`src/rtl/excPkg.sv`:
```
package excPkg;
  localparam int WORD_W    = 32;
  localparam int NUM_SAVED = 5;
  localparam int IDX_W     = $clog2(NUM_SAVED);
  localparam int VEC_W     = 3;
  localparam int MODE_W    = 5;
  localparam int FLAG_W    = 4;
  localparam int FLAG_LSB  = WORD_W - FLAG_W;
  localparam int I_POS     = 7;
  localparam int F_POS     = 6;
  localparam int T_POS     = 5;

  typedef enum logic [MODE_W-1:0] {
    MODE_USR = 5'b10000,
    MODE_FIQ = 5'b10001,
    MODE_IRQ = 5'b10010,
    MODE_SVC = 5'b10011,
    MODE_ABT = 5'b10111,
    MODE_UND = 5'b11011,
    MODE_SYS = 5'b11111
  } modeE;

  typedef enum logic [VEC_W-1:0] {
    VEC_RESET = 3'd0,
    VEC_UNDEF = 3'd1,
    VEC_SWI   = 3'd2,
    VEC_ABORT = 3'd3,
    VEC_IRQ   = 3'd4,
    VEC_FIQ   = 3'd5
  } vecE;

  typedef struct packed {
    logic [FLAG_W-1:0] flags;
    logic              iBit;
    logic              fBit;
    logic              tBit;
    logic [MODE_W-1:0] mode;
  } statusT;

  // Strobes from control to datapath
  typedef struct packed {
    logic              doEntry;
    logic [MODE_W-1:0] entryMode;
    logic              setF;
    logic [VEC_W-1:0]  vec;
    logic              doReturn;
    logic              doWrite;
    logic              wrCtrl;
    logic [IDX_W-1:0]  savedIdx;
  } ctrlStrbT;

  function automatic logic [WORD_W-1:0] packStatus(statusT s);
    logic [WORD_W-1:0] w;
    w = '0;
    w[WORD_W-1:FLAG_LSB] = s.flags;
    w[I_POS] = s.iBit;
    w[F_POS] = s.fBit;
    w[T_POS] = s.tBit;
    w[MODE_W-1:0] = s.mode;
    return w;
  endfunction

  function automatic statusT unpackStatus(logic [WORD_W-1:0] w);
    statusT s;
    s.flags = w[WORD_W-1:FLAG_LSB];
    s.iBit  = w[I_POS];
    s.fBit  = w[F_POS];
    s.tBit  = w[T_POS];
    s.mode  = w[MODE_W-1:0];
    return s;
  endfunction

  function automatic logic modeLegal(logic [MODE_W-1:0] m);
    case (m)
      MODE_USR, MODE_FIQ, MODE_IRQ, MODE_SVC,
      MODE_ABT, MODE_UND, MODE_SYS: return 1'b1;
      default:                      return 1'b0;
    endcase
  endfunction

  function automatic logic hasSaved(logic [MODE_W-1:0] m);
    case (m)
      MODE_FIQ, MODE_IRQ, MODE_SVC, MODE_ABT, MODE_UND: return 1'b1;
      default:                                          return 1'b0;
    endcase
  endfunction

  function automatic logic [IDX_W-1:0] savedSlot(logic [MODE_W-1:0] m);
    case (m)
      MODE_FIQ: return IDX_W'(0);
      MODE_IRQ: return IDX_W'(1);
      MODE_SVC: return IDX_W'(2);
      MODE_ABT: return IDX_W'(3);
      MODE_UND: return IDX_W'(4);
      default:  return IDX_W'(0);
    endcase
  endfunction
endpackage

```
`src/rtl/excCtrl.sv`:
```
module excCtrl
  import excPkg::*;
(
  input  logic              resetReq,
  input  logic              abortReq,
  input  logic              fiqReq,
  input  logic              irqReq,
  input  logic              undefReq,
  input  logic              swiReq,
  input  logic              retStrobe,
  input  logic              wrEn,
  input  logic [MODE_W-1:0] curMode,
  input  logic              iMask,
  input  logic              fMask,
  output ctrlStrbT          strb
);
  logic fiqLive;
  logic irqLive;

  assign fiqLive = fiqReq && !fMask;
  assign irqLive = irqReq && !iMask;

  always_comb begin
    strb = '0;
    // fixed ranking of simultaneous events
    if (resetReq) begin
      strb.doEntry = 1'b1; strb.entryMode = MODE_SVC; strb.setF = 1'b1; strb.vec = VEC_RESET;
    end else if (abortReq) begin
      strb.doEntry = 1'b1; strb.entryMode = MODE_ABT; strb.vec = VEC_ABORT;
    end else if (fiqLive) begin
      strb.doEntry = 1'b1; strb.entryMode = MODE_FIQ; strb.setF = 1'b1; strb.vec = VEC_FIQ;
    end else if (irqLive) begin
      strb.doEntry = 1'b1; strb.entryMode = MODE_IRQ; strb.vec = VEC_IRQ;
    end else if (undefReq) begin
      strb.doEntry = 1'b1; strb.entryMode = MODE_UND; strb.vec = VEC_UNDEF;
    end else if (swiReq) begin
      strb.doEntry = 1'b1; strb.entryMode = MODE_SVC; strb.vec = VEC_SWI;
    end

    if (strb.doEntry) begin
      strb.savedIdx = savedSlot(strb.entryMode);
    end else begin
      strb.savedIdx = savedSlot(curMode);
      if (retStrobe && hasSaved(curMode)) strb.doReturn = 1'b1;
      else if (wrEn)                      strb.doWrite  = 1'b1;
    end
    strb.wrCtrl = (curMode != MODE_USR);
  end
endmodule

```
`src/rtl/excDatapath.sv`:
```
module excDatapath
  import excPkg::*;
(
  input  logic                                clk,
  input  logic                                rstN,
  input  ctrlStrbT                            strb,
  input  logic [WORD_W-1:0]                   wrData,
  output statusT                              curStat,
  output logic [NUM_SAVED-1:0][WORD_W-1:0]    savedWords,
  output logic                                excTaken,
  output logic [VEC_W-1:0]                    vecIdx
);
  localparam statusT RESET_STAT = '{flags: '0, iBit: 1'b1, fBit: 1'b1, tBit: 1'b0, mode: MODE_SVC};

  statusT            curQ;
  statusT            curD;
  statusT            wrStat;
  logic [WORD_W-1:0] savedQ [NUM_SAVED];
  logic [WORD_W-1:0] retWord;

  assign wrStat = unpackStatus(wrData);

  always_comb begin
    retWord = '0;
    for (int k = 0; k < NUM_SAVED; k++) begin
      if (strb.savedIdx == IDX_W'(k)) retWord = savedQ[k];
    end
  end

  always_comb begin
    curD = curQ;
    if (strb.doEntry) begin
      curD.mode = strb.entryMode;
      curD.iBit = 1'b1;
      curD.fBit = curQ.fBit | strb.setF;
      curD.tBit = 1'b0;
    end else if (strb.doReturn) begin
      curD = unpackStatus(retWord);
    end else if (strb.doWrite) begin
      curD.flags = wrStat.flags;
      if (strb.wrCtrl) begin
        curD.iBit = wrStat.iBit;
        curD.fBit = wrStat.fBit;
        curD.tBit = wrStat.tBit;
        if (modeLegal(wrStat.mode)) curD.mode = wrStat.mode;
      end
    end
  end

  always_ff @(posedge clk or negedge rstN) begin
    if (!rstN) begin
      curQ     <= RESET_STAT;
      excTaken <= 1'b0;
      vecIdx   <= '0;
    end else begin
      curQ     <= curD;
      excTaken <= strb.doEntry;
      if (strb.doEntry) vecIdx <= strb.vec;
    end
  end

  for (genvar k = 0; k < NUM_SAVED; k++) begin : g_saved
    always_ff @(posedge clk or negedge rstN) begin
      if (!rstN)                                             savedQ[k] <= '0;
      else if (strb.doEntry && strb.savedIdx == IDX_W'(k))   savedQ[k] <= packStatus(curQ);
    end
    assign savedWords[k] = savedQ[k];
  end

  assign curStat = curQ;

  // the live mode is always one of the legal encodings
  a_r1_mode_legal: assert property (@(posedge clk) disable iff (!rstN)
    modeLegal(curQ.mode));

  // after an entry the normal mask is set and T is cleared
  a_r4_entry_masks: assert property (@(posedge clk) disable iff (!rstN)
    strb.doEntry |=> (curQ.iBit && !curQ.tBit && excTaken));

  // reset and fast entries leave F set
  a_r5_f_set: assert property (@(posedge clk) disable iff (!rstN)
    (strb.doEntry && strb.setF) |=> curQ.fBit);

  // without an entry, user mode keeps its control bits
  a_r8_user_frozen: assert property (@(posedge clk) disable iff (!rstN)
    (curQ.mode == MODE_USR && !strb.doEntry) |=>
      (curQ.mode == MODE_USR && $stable(curQ.iBit) && $stable(curQ.fBit) && $stable(curQ.tBit)));
endmodule

```
`src/rtl/excModeCtrl.sv`:
```
module excModeCtrl
  import excPkg::*;
(
  input  logic              clk,
  input  logic              rstN,
  input  logic              resetReq,
  input  logic              abortReq,
  input  logic              fiqReq,
  input  logic              irqReq,
  input  logic              undefReq,
  input  logic              swiReq,
  input  logic              retStrobe,
  input  logic              wrEn,
  input  logic [31:0]       wrData,
  output logic [4:0]        mode,
  output logic [3:0]        condFlags,
  output logic              iMask,
  output logic              fMask,
  output logic              tBit,
  output logic [31:0]       savedFiq,
  output logic [31:0]       savedIrq,
  output logic [31:0]       savedSvc,
  output logic [31:0]       savedAbt,
  output logic [31:0]       savedUnd,
  output logic [2:0]        vecIdx,
  output logic              excTaken
);
  ctrlStrbT                          strb;
  statusT                            curStat;
  logic [NUM_SAVED-1:0][WORD_W-1:0]  savedWords;

  excCtrl u_ctrl (
    .resetReq (resetReq),
    .abortReq (abortReq),
    .fiqReq   (fiqReq),
    .irqReq   (irqReq),
    .undefReq (undefReq),
    .swiReq   (swiReq),
    .retStrobe(retStrobe),
    .wrEn     (wrEn),
    .curMode  (curStat.mode),
    .iMask    (curStat.iBit),
    .fMask    (curStat.fBit),
    .strb     (strb)
  );

  excDatapath u_dp (
    .clk       (clk),
    .rstN      (rstN),
    .strb      (strb),
    .wrData    (wrData),
    .curStat   (curStat),
    .savedWords(savedWords),
    .excTaken  (excTaken),
    .vecIdx    (vecIdx)
  );

  assign mode      = curStat.mode;
  assign condFlags = curStat.flags;
  assign iMask     = curStat.iBit;
  assign fMask     = curStat.fBit;
  assign tBit      = curStat.tBit;
  assign savedFiq  = savedWords[0];
  assign savedIrq  = savedWords[1];
  assign savedSvc  = savedWords[2];
  assign savedAbt  = savedWords[3];
  assign savedUnd  = savedWords[4];

  // a reset request always wins and lands in supervisor with F set
  a_r2_reset_wins: assert property (@(posedge clk) disable iff (!rstN)
    resetReq |=> (mode == MODE_SVC && fMask && iMask && excTaken && vecIdx == VEC_RESET));

  // a taken fast interrupt was not masked the cycle before
  a_r3_fiq_unmasked: assert property (@(posedge clk) disable iff (!rstN)
    (excTaken && vecIdx == VEC_FIQ) |-> !$past(fMask));

  // a taken normal interrupt was not masked the cycle before
  a_r3_irq_unmasked: assert property (@(posedge clk) disable iff (!rstN)
    (excTaken && vecIdx == VEC_IRQ) |-> !$past(iMask));
endmodule

```
`config.mk`:
```
export PLATFORM = sky130hd
export DESIGN_NAME = excModeCtrl
export DESIGN_NICKNAME = d
export VERILOG_FILES = /design/src/rtl/excPkg.sv /design/src/rtl/excCtrl.sv /design/src/rtl/excDatapath.sv /design/src/rtl/excModeCtrl.sv
export SDC_FILE = /design/constraint.sdc
export NUM_CORES = 1
export LEC_CHECK = 0
export BUFFER_PORTS_ARGS = -buffer_cell sky130_fd_sc_hd__buf_2
export CAP_MARGIN = 20
export CORE_UTILIZATION = 42
export CTS_CLUSTER_DIAMETER = 80
export DETAILED_ROUTE_END_ITERATION = 8
export PLACE_DENSITY_LB_ADDON = 0.1
export SKIP_CTS_REPAIR_TIMING = 1
export SLEW_MARGIN = 20
export SYNTH_ARGS = -nofsm -noshare
export SYNTH_HDL_FRONTEND = slang
export SYNTH_SLANG_ARGS = --single-unit
```
`constraint.sdc`:
```
create_clock -name clk -period 2.4 [get_ports clk]
set_clock_uncertainty 0.1 [all_clocks]
set_input_delay 0.48 -clock clk [delete_from_list [all_inputs] [get_ports clk]]
set_output_delay 0.48 -clock clk [all_outputs]
set_load 0.02 [all_outputs]
```
==> results of run 1 <==
## through the flow
step                      cell area [sq um]  std cells
after global placement                 5240        691
final                                  5750        721
after CTS                              5480        707
after global routing                   5750        721
after detailed placement               5240        691
after floorplan                        4960        520
## cells in the final DEF (no fill, tap or decap), types with 4 or more instances in the layout
cell type / Yosys / final
dfstp_2: 5 / 5
o21ai_0: 6 / 5
clkbuf_8: 0 / 9
buf_2: 3 / 96
conb_1: 1 / 100
o22ai_1: 4 / 4
buf_4: 103 / 58
nor3b_1: 4 / 4
mux2_4: 0 / 4
dfrtp_1: 71 / 71
inv_1: 6 / 6
buf_12: 0 / 6
a21o_1: 4 / 4
a21oi_1: 10 / 10
mux2_1: 14 / 12
mux4_2: 4 / 4
nand2_1: 27 / 26
nor2_1: 29 / 28
mux2_2: 55 / 53
## registers in the layout, summed over array words and instances (netlist names)
signal           flops
u_dp.excTaken        1
u_dp.savedWords     60
u_dp.curStat        12
u_dp.vecIdx          3
## cell families after synthesis
logic type	after synthesis
simple gates	88
flops	76
mux	73
compound gates	60
buf+inv	123
other cells	1
## power by group through the flow
stage               clock (mW)  combinational (mW)  sequential, mW
CTS                       1.23                1.14            1.65
floorplan                    0               0.624            1.87
global route              1.28                1.29            1.68
global placement             0                1.13            1.66
detailed placement           0                1.14            1.67
finish                    1.20                1.20            1.65
## metal layers
metal	global-route usage [%]	part of all wire [%]
met5	0	0
met4	5.26	0.78
met3	4.05	5.9
met2	34.3	47
met1	32.0	47
## critical path, delay by kind of cell (launching register included)
family	cells	cell delay (ns)
AND/OR/NAND/NOR	4	0.57
AO/OA/AOI/OAI	1	0.11
buffers and inverters	5	0.64
multiplexers	1	0.32
flip-flops	1	0.57
## cell type report
| type | instances | share of cell area, % |
|---|---|---|
| sequential | 76 | 33.2 |
| multi-input combinational | 321 | 39.7 |
| clock buffer | 10 | 2.22 |
| clock inverter | 6 | 1.96 |
| timing repair buffer | 165 | 19.5 |
| inverter | 7 | 0.501 |
| tap | 136 | 2.96 |
## worst paths after layout
| kind | startpoint | to | slack (ns) | depth (start not counted) |
|---|---|---|---|---|
| max in group asynchronous | rstN | u_dp.curStat[0] | 1.04 | 3 |
| worst min-delay path | resetReq | u_dp.vecIdx[0] | 0.32 | 3 |
| min in group asynchronous | rstN | u_dp.savedWords[69] | 0.50 | 2 |
| worst max register to register | u_dp.curStat[7] | u_dp.savedWords[31] | -0.04 | 11 |
| worst min register to register | u_dp.savedWords[7] | u_dp.savedWords[7] | 0.41 | 1 |
| worst max-delay path | u_dp.curStat[7] | u_dp.savedWords[31] | -0.04 | 11 |
==> impl_metrics.csv, run 1 <==
group,metric,value,unit
layout,layout-drive-gt1-share,46.0,%
global_routing,grt_pass1_vias,3334,
layout,nets,622,
logic_synthesis,synth.distinct_cells,57,
cts,root_buffer,"clkbuf_8",
route,drt_iter0_markers,173,
logic_synthesis,yosys.area_share.simple,9.97,%
logic_synthesis,synth_area_leaders,"dfrtp_1 (39%), buf_4 (17%), mux2_2 (14%), mux2_1 (3.5%), dfstp_2 (2.9%)",
layout,final_util,55.2,%
place,gp_congestion,0.893,
logic_synthesis,synth_edf_count,0,
pwr,switching_share,34.9,%
cts,cts_tree,"yes",
route,antenna_left,0,
sta,rsz0062_at_grt,"yes",
logic_synthesis,ys_seq_area_share,42.0,%
cts,cts_buffers,9,
pwr,leakage,2.78,nW
floorplanning,die_area,11200,sq um
min_path,hold_class,"in2reg",
pwr,clkPwrFrac,29.5,%
sta,period_share,102,%
setup_path,crit_path_cell_trace,"nor2b_2 > nor4_4 > buf_4 > inv_4 > o22ai_4 > buf_12 > nand3_2 > nor3_4 > buf_4 > clkbuf_16 > mux2_2",
logic_synthesis,synth_adder_area_share,0,%
global_routing,grt_max_degree,46,
outcome,outcome,"finished, violations left",
sta,whs,0.321,ns
pwr,power.density,705,nW/um^2
layout,fill_cells,982,
cts,clock_sinks,76,
sta,final_hold_viol_count,0,
pwr,p_int,2.64,mW
logic_synthesis,synth_most_common_cell,"buf_4",
sta,tns,-0.272,ns
logic_synthesis,netlist_area,4540,sq um
setup_path,max_stage_delay,0.57,ns
floorplanning,die_x,106,um
setup_path,startpoint_type,"flip-flop",
floorplanning,std_cell_rows,37,
global_routing,grt_pass1_wl,18800,um
logic_synthesis,synth-xor-area-share,0,%
pwr,p_switching,1.42,mW
logic_synthesis,netlist_top_cells_count,"buf_4 (103), dfrtp_1 (71), mux2_2 (55)",
place,dpl.hpwl,8760,um
logic_synthesis,synth-compound-area-share,9.91,%
layout,syn2layout_area_growth,26.5,%
route,wirelength,12300,um
route,drc_errors,0,
cts,cts_max_path_buffers,2,
sta,setup_viol,11,
cts,clock_latency,0.36,ns
sta,drv_slew,0,
setup_path,crit_type,"reg2reg",
pwr,ir_drop,0.436,mV
global_routing,grt-ovfl-total,0,
sta,fmax,410,MHz
logic_synthesis,synth_area_per_cell,10.8,sq um
global_routing,antenna_found_initial,0,
logic_synthesis,yosysWarnings,0,
logic_synthesis,netlist_instances,421,
cts,h-tree-depth,3,
flow_run,drv_cap,0,
logic_synthesis,ys.flop_type,"dfrtp_1",
logic_synthesis,synth_top_area_cell,"dfrtp_1",
floorplanning,die-height,106,um
setup_path,crit_top_cell,"buf_4",
logic_synthesis,synth_top_family_by_area,"multiplexers",
layout,diodes,0,
setup_path,cp.arrival,2.58,ns
sta,fin_crit,2.44,ns
outcome,violations,"negative setup slack",
setup_path,slowest_stage,"dfstp_2",
layout,multiInputGateArea,2280,sq um
route,wire_per_inst,17.1,um
floorplanning,initial_utilization,43.6,%
setup_path,cp_max_fo,6,
cts,clkTransAtPathRegs,0.08,ns
setup_path,end_kind,"flip-flop",
floorplanning,pin_count,218,
route,viasPerCell,4.86,
floorplanning,core-area,10400,sq um
sta,postLayoutSetupSlackWorst,-0.0381,ns
layout,seqCellArea,1910,sq um
logic_synthesis,synthArstFlopShare,100,%
pwr,combPwrFrac,29.7,%
place,port_buffers,97,
pwr,seq_power_share,40.8,%
pwr,total_power,4.05,mW
global_routing,grtUsageTotal,22.1,%
logic_synthesis,synth_mux_area_share,19.1,%
place,dpl_worst_slack,-0.328,ns
logic_synthesis,ys_seq_elements,76,
logic_synthesis,netlist.area_leader.share,39.1,%
setup_path,crit_required,2.54,ns
route,firstDrtPassIters,5,
route,via_count,3503,
Note: power is estimated with default switching activity, not from simulation.
==> run 2: changes to the inputs <==
--- a/config.mk
+++ b/config.mk
@@ -7,7 +7,10 @@
 export LEC_CHECK = 0
 export BUFFER_PORTS_ARGS = -buffer_cell sky130_fd_sc_hd__buf_2
 export CAP_MARGIN = 20
-export CORE_UTILIZATION = 42
+export CELL_PAD_IN_SITES_DETAIL_PLACEMENT = 0
+export CELL_PAD_IN_SITES_GLOBAL_PLACEMENT = 1
+export CORE_ASPECT_RATIO = 0.7
+export CORE_UTILIZATION = 31
 export CTS_CLUSTER_DIAMETER = 80
 export DETAILED_ROUTE_END_ITERATION = 8
 export PLACE_DENSITY_LB_ADDON = 0.1
==> run 2 against run 1 <==
Count of clock-buffer cells in the layout increased by 1; flip-flop and latch count stayed put; critical path type unchanged; utilization is 13 points lower; routed wire length increased by 7.9%; clock power up 33%; highest routed layer unchanged; critical endpoint is now u_dp.curStat[7]; sequential power is essentially flat; the flow finishes with violations (negative hold slack, negative setup slack); register-to-register slack better by 0.03 ns; first-iteration DRC count decreased by 42%; non-clock buffer count is 2 lower.
==> impl_metrics.csv, run 2 (synthesis gave the netlist of run 1 again) <==
group,metric,value,unit
floorplanning,pin_count,218,
place,dpl.hpwl,10200,um
floorplanning,die-height,103,um
flow_run,drv_cap,0,
layout,nets,620,
pwr,total_power,4.47,mW
place,port_buffers,97,
global_routing,grt_pass1_wl,19700,um
pwr,clkPwrFrac,35.8,%
cts,clock_latency,0.34,ns
setup_path,crit_type,"reg2reg",
min_path,hold_class,"in2async",
pwr,leakage,2.81,nW
global_routing,antenna_found_initial,0,
layout,multiInputGateArea,2290,sq um
sta,relSlewSlack,61.3,%
global_routing,grt-ovfl-total,0,
floorplanning,die_area,15200,sq um
cts,clock_sinks,76,
cts,cts_buffers,9,
cts,clkTransAtPathRegs,0.06,ns
floorplanning,core-area,14100,sq um
sta,drv_slew,0,
route,drt_iter0_markers,101,
floorplanning,die_x,147,um
sta,fin_crit,2.41,ns
layout,fill_cells,1429,
global_routing,grt_max_degree,34,
cts,cts_tree,"yes",
pwr,seq_power_share,37.3,%
global_routing,grtUsageTotal,17.7,%
route,antenna_left,0,
pwr,p_switching,1.48,mW
cts,cts_max_path_buffers,2,
route,viasPerCell,4.44,
sta,fmax,415,MHz
pwr,combPwrFrac,26.8,%
setup_path,startpoint_type,"flip-flop",
layout,final_util,41.7,%
layout,layout-drive-gt1-share,46.1,%
floorplanning,initial_utilization,32.2,%
pwr,switching_share,33.0,%
layout,layout_commonest_cell,"conb_1",
sta,worst_pin_slew,0.579,ns
outcome,outcome,"finished, violations left",
sta,period_share,100,%
route,via_count,3431,
sta,postLayoutSetupSlackWorst,-0.0102,ns
layout,final_cell_area,5880,sq um
place,dp_cells,753,
route,drc_errors,0,
route,firstDrtPassIters,4,
route,wire_per_inst,17.2,um
pwr,p_int,2.99,mW
place,gp_congestion,0.788,
cts,root_buffer,"clkbuf_16",
place,dpl_worst_slack,-0.348,ns
outcome,violations,"negative hold slack, negative setup slack",
pwr,ir_drop,0.337,mV
layout,syn2layout_area_growth,29.4,%
setup_path,end_kind,"flip-flop",
layout,fin_cells,773,
sta,setup_viol,2,
place,place_area,5380,sq um
floorplanning,std_cell_rows,36,
layout,largest_reg_flops,60,
sta,rsz0062_at_grt,"yes",
layout,diodes,0,
sta,tns,-0.0141,ns
layout,seqCellArea,1910,sq um
setup_path,crit_required,2.56,ns
sta,whs,-0.00648,ns
sta,final_hold_viol_count,18,
pwr,power.density,760,nW/um^2
cts,h-tree-depth,3,
route,wirelength,13300,um
layout,final_cell_mix,"conb_1 (100), buf_2 (96), dfrtp_1 (71), buf_4 (60), mux2_2 (51)",
global_routing,grt_pass1_vias,3232,
setup_path,cp_max_fo,7,
setup_path,cp.arrival,2.57,ns
run 2: layout make-up:
class	instances	share of cell area, %
Multi-Input combinational cell	321	39.0
Inverter	7	0.489
Timing Repair Buffer	163	18.1
Sequential cell	76	32.4
Clock inverter	5	1.83
Clock buffer	11	4.13
Tap cell	190	4.04
run 2: layer usage:
metal	share of wire, %	up-vias	GRT usage, %
li1	-	1594	-
met1	51	1727	25.5
met2	43	98	26.4
met3	5.4	12	4.74
met4	0.72	0	4.01
met5	0	-	0
run 2: worst max-delay path: stages, from the launching register on:
cell	delay, ns
dfstp_2	0.59
nor2b_4	0.07
nor4_4	0.33
buf_4	0.17
a311o_1	0.22
buf_12	0.16
mux4_2	0.51
nor3_2	0.11
a211oi_1	0.07
run 2: final timing paths:
path                            slack, ns             endpoint       startpoint  cells after the start
min in group clk                     0.33       u_dp.vecIdx[0]         resetReq                      3
max in group asynchronous            1.60      u_dp.curStat[1]             rstN                      2
worst min register to register       0.39       u_dp.vecIdx[1]   u_dp.vecIdx[1]                      2
worst min-delay path               -0.006  u_dp.savedWords[36]             rstN                      1
worst max-delay path                -0.01      u_dp.curStat[7]  u_dp.curStat[7]                      8
worst max register to register      -0.01      u_dp.curStat[7]  u_dp.curStat[7]                      8
run 2: power groups by stage:
stage               sequential (mW)  combinational (mW)  clock, mW
floorplan                      1.87               0.624          0
global placement               1.68                1.16          0
detailed placement             1.69                1.16          0
CTS                            1.67                1.17       1.65
global route                   1.70                1.29       1.70
finish                         1.67                1.20       1.60
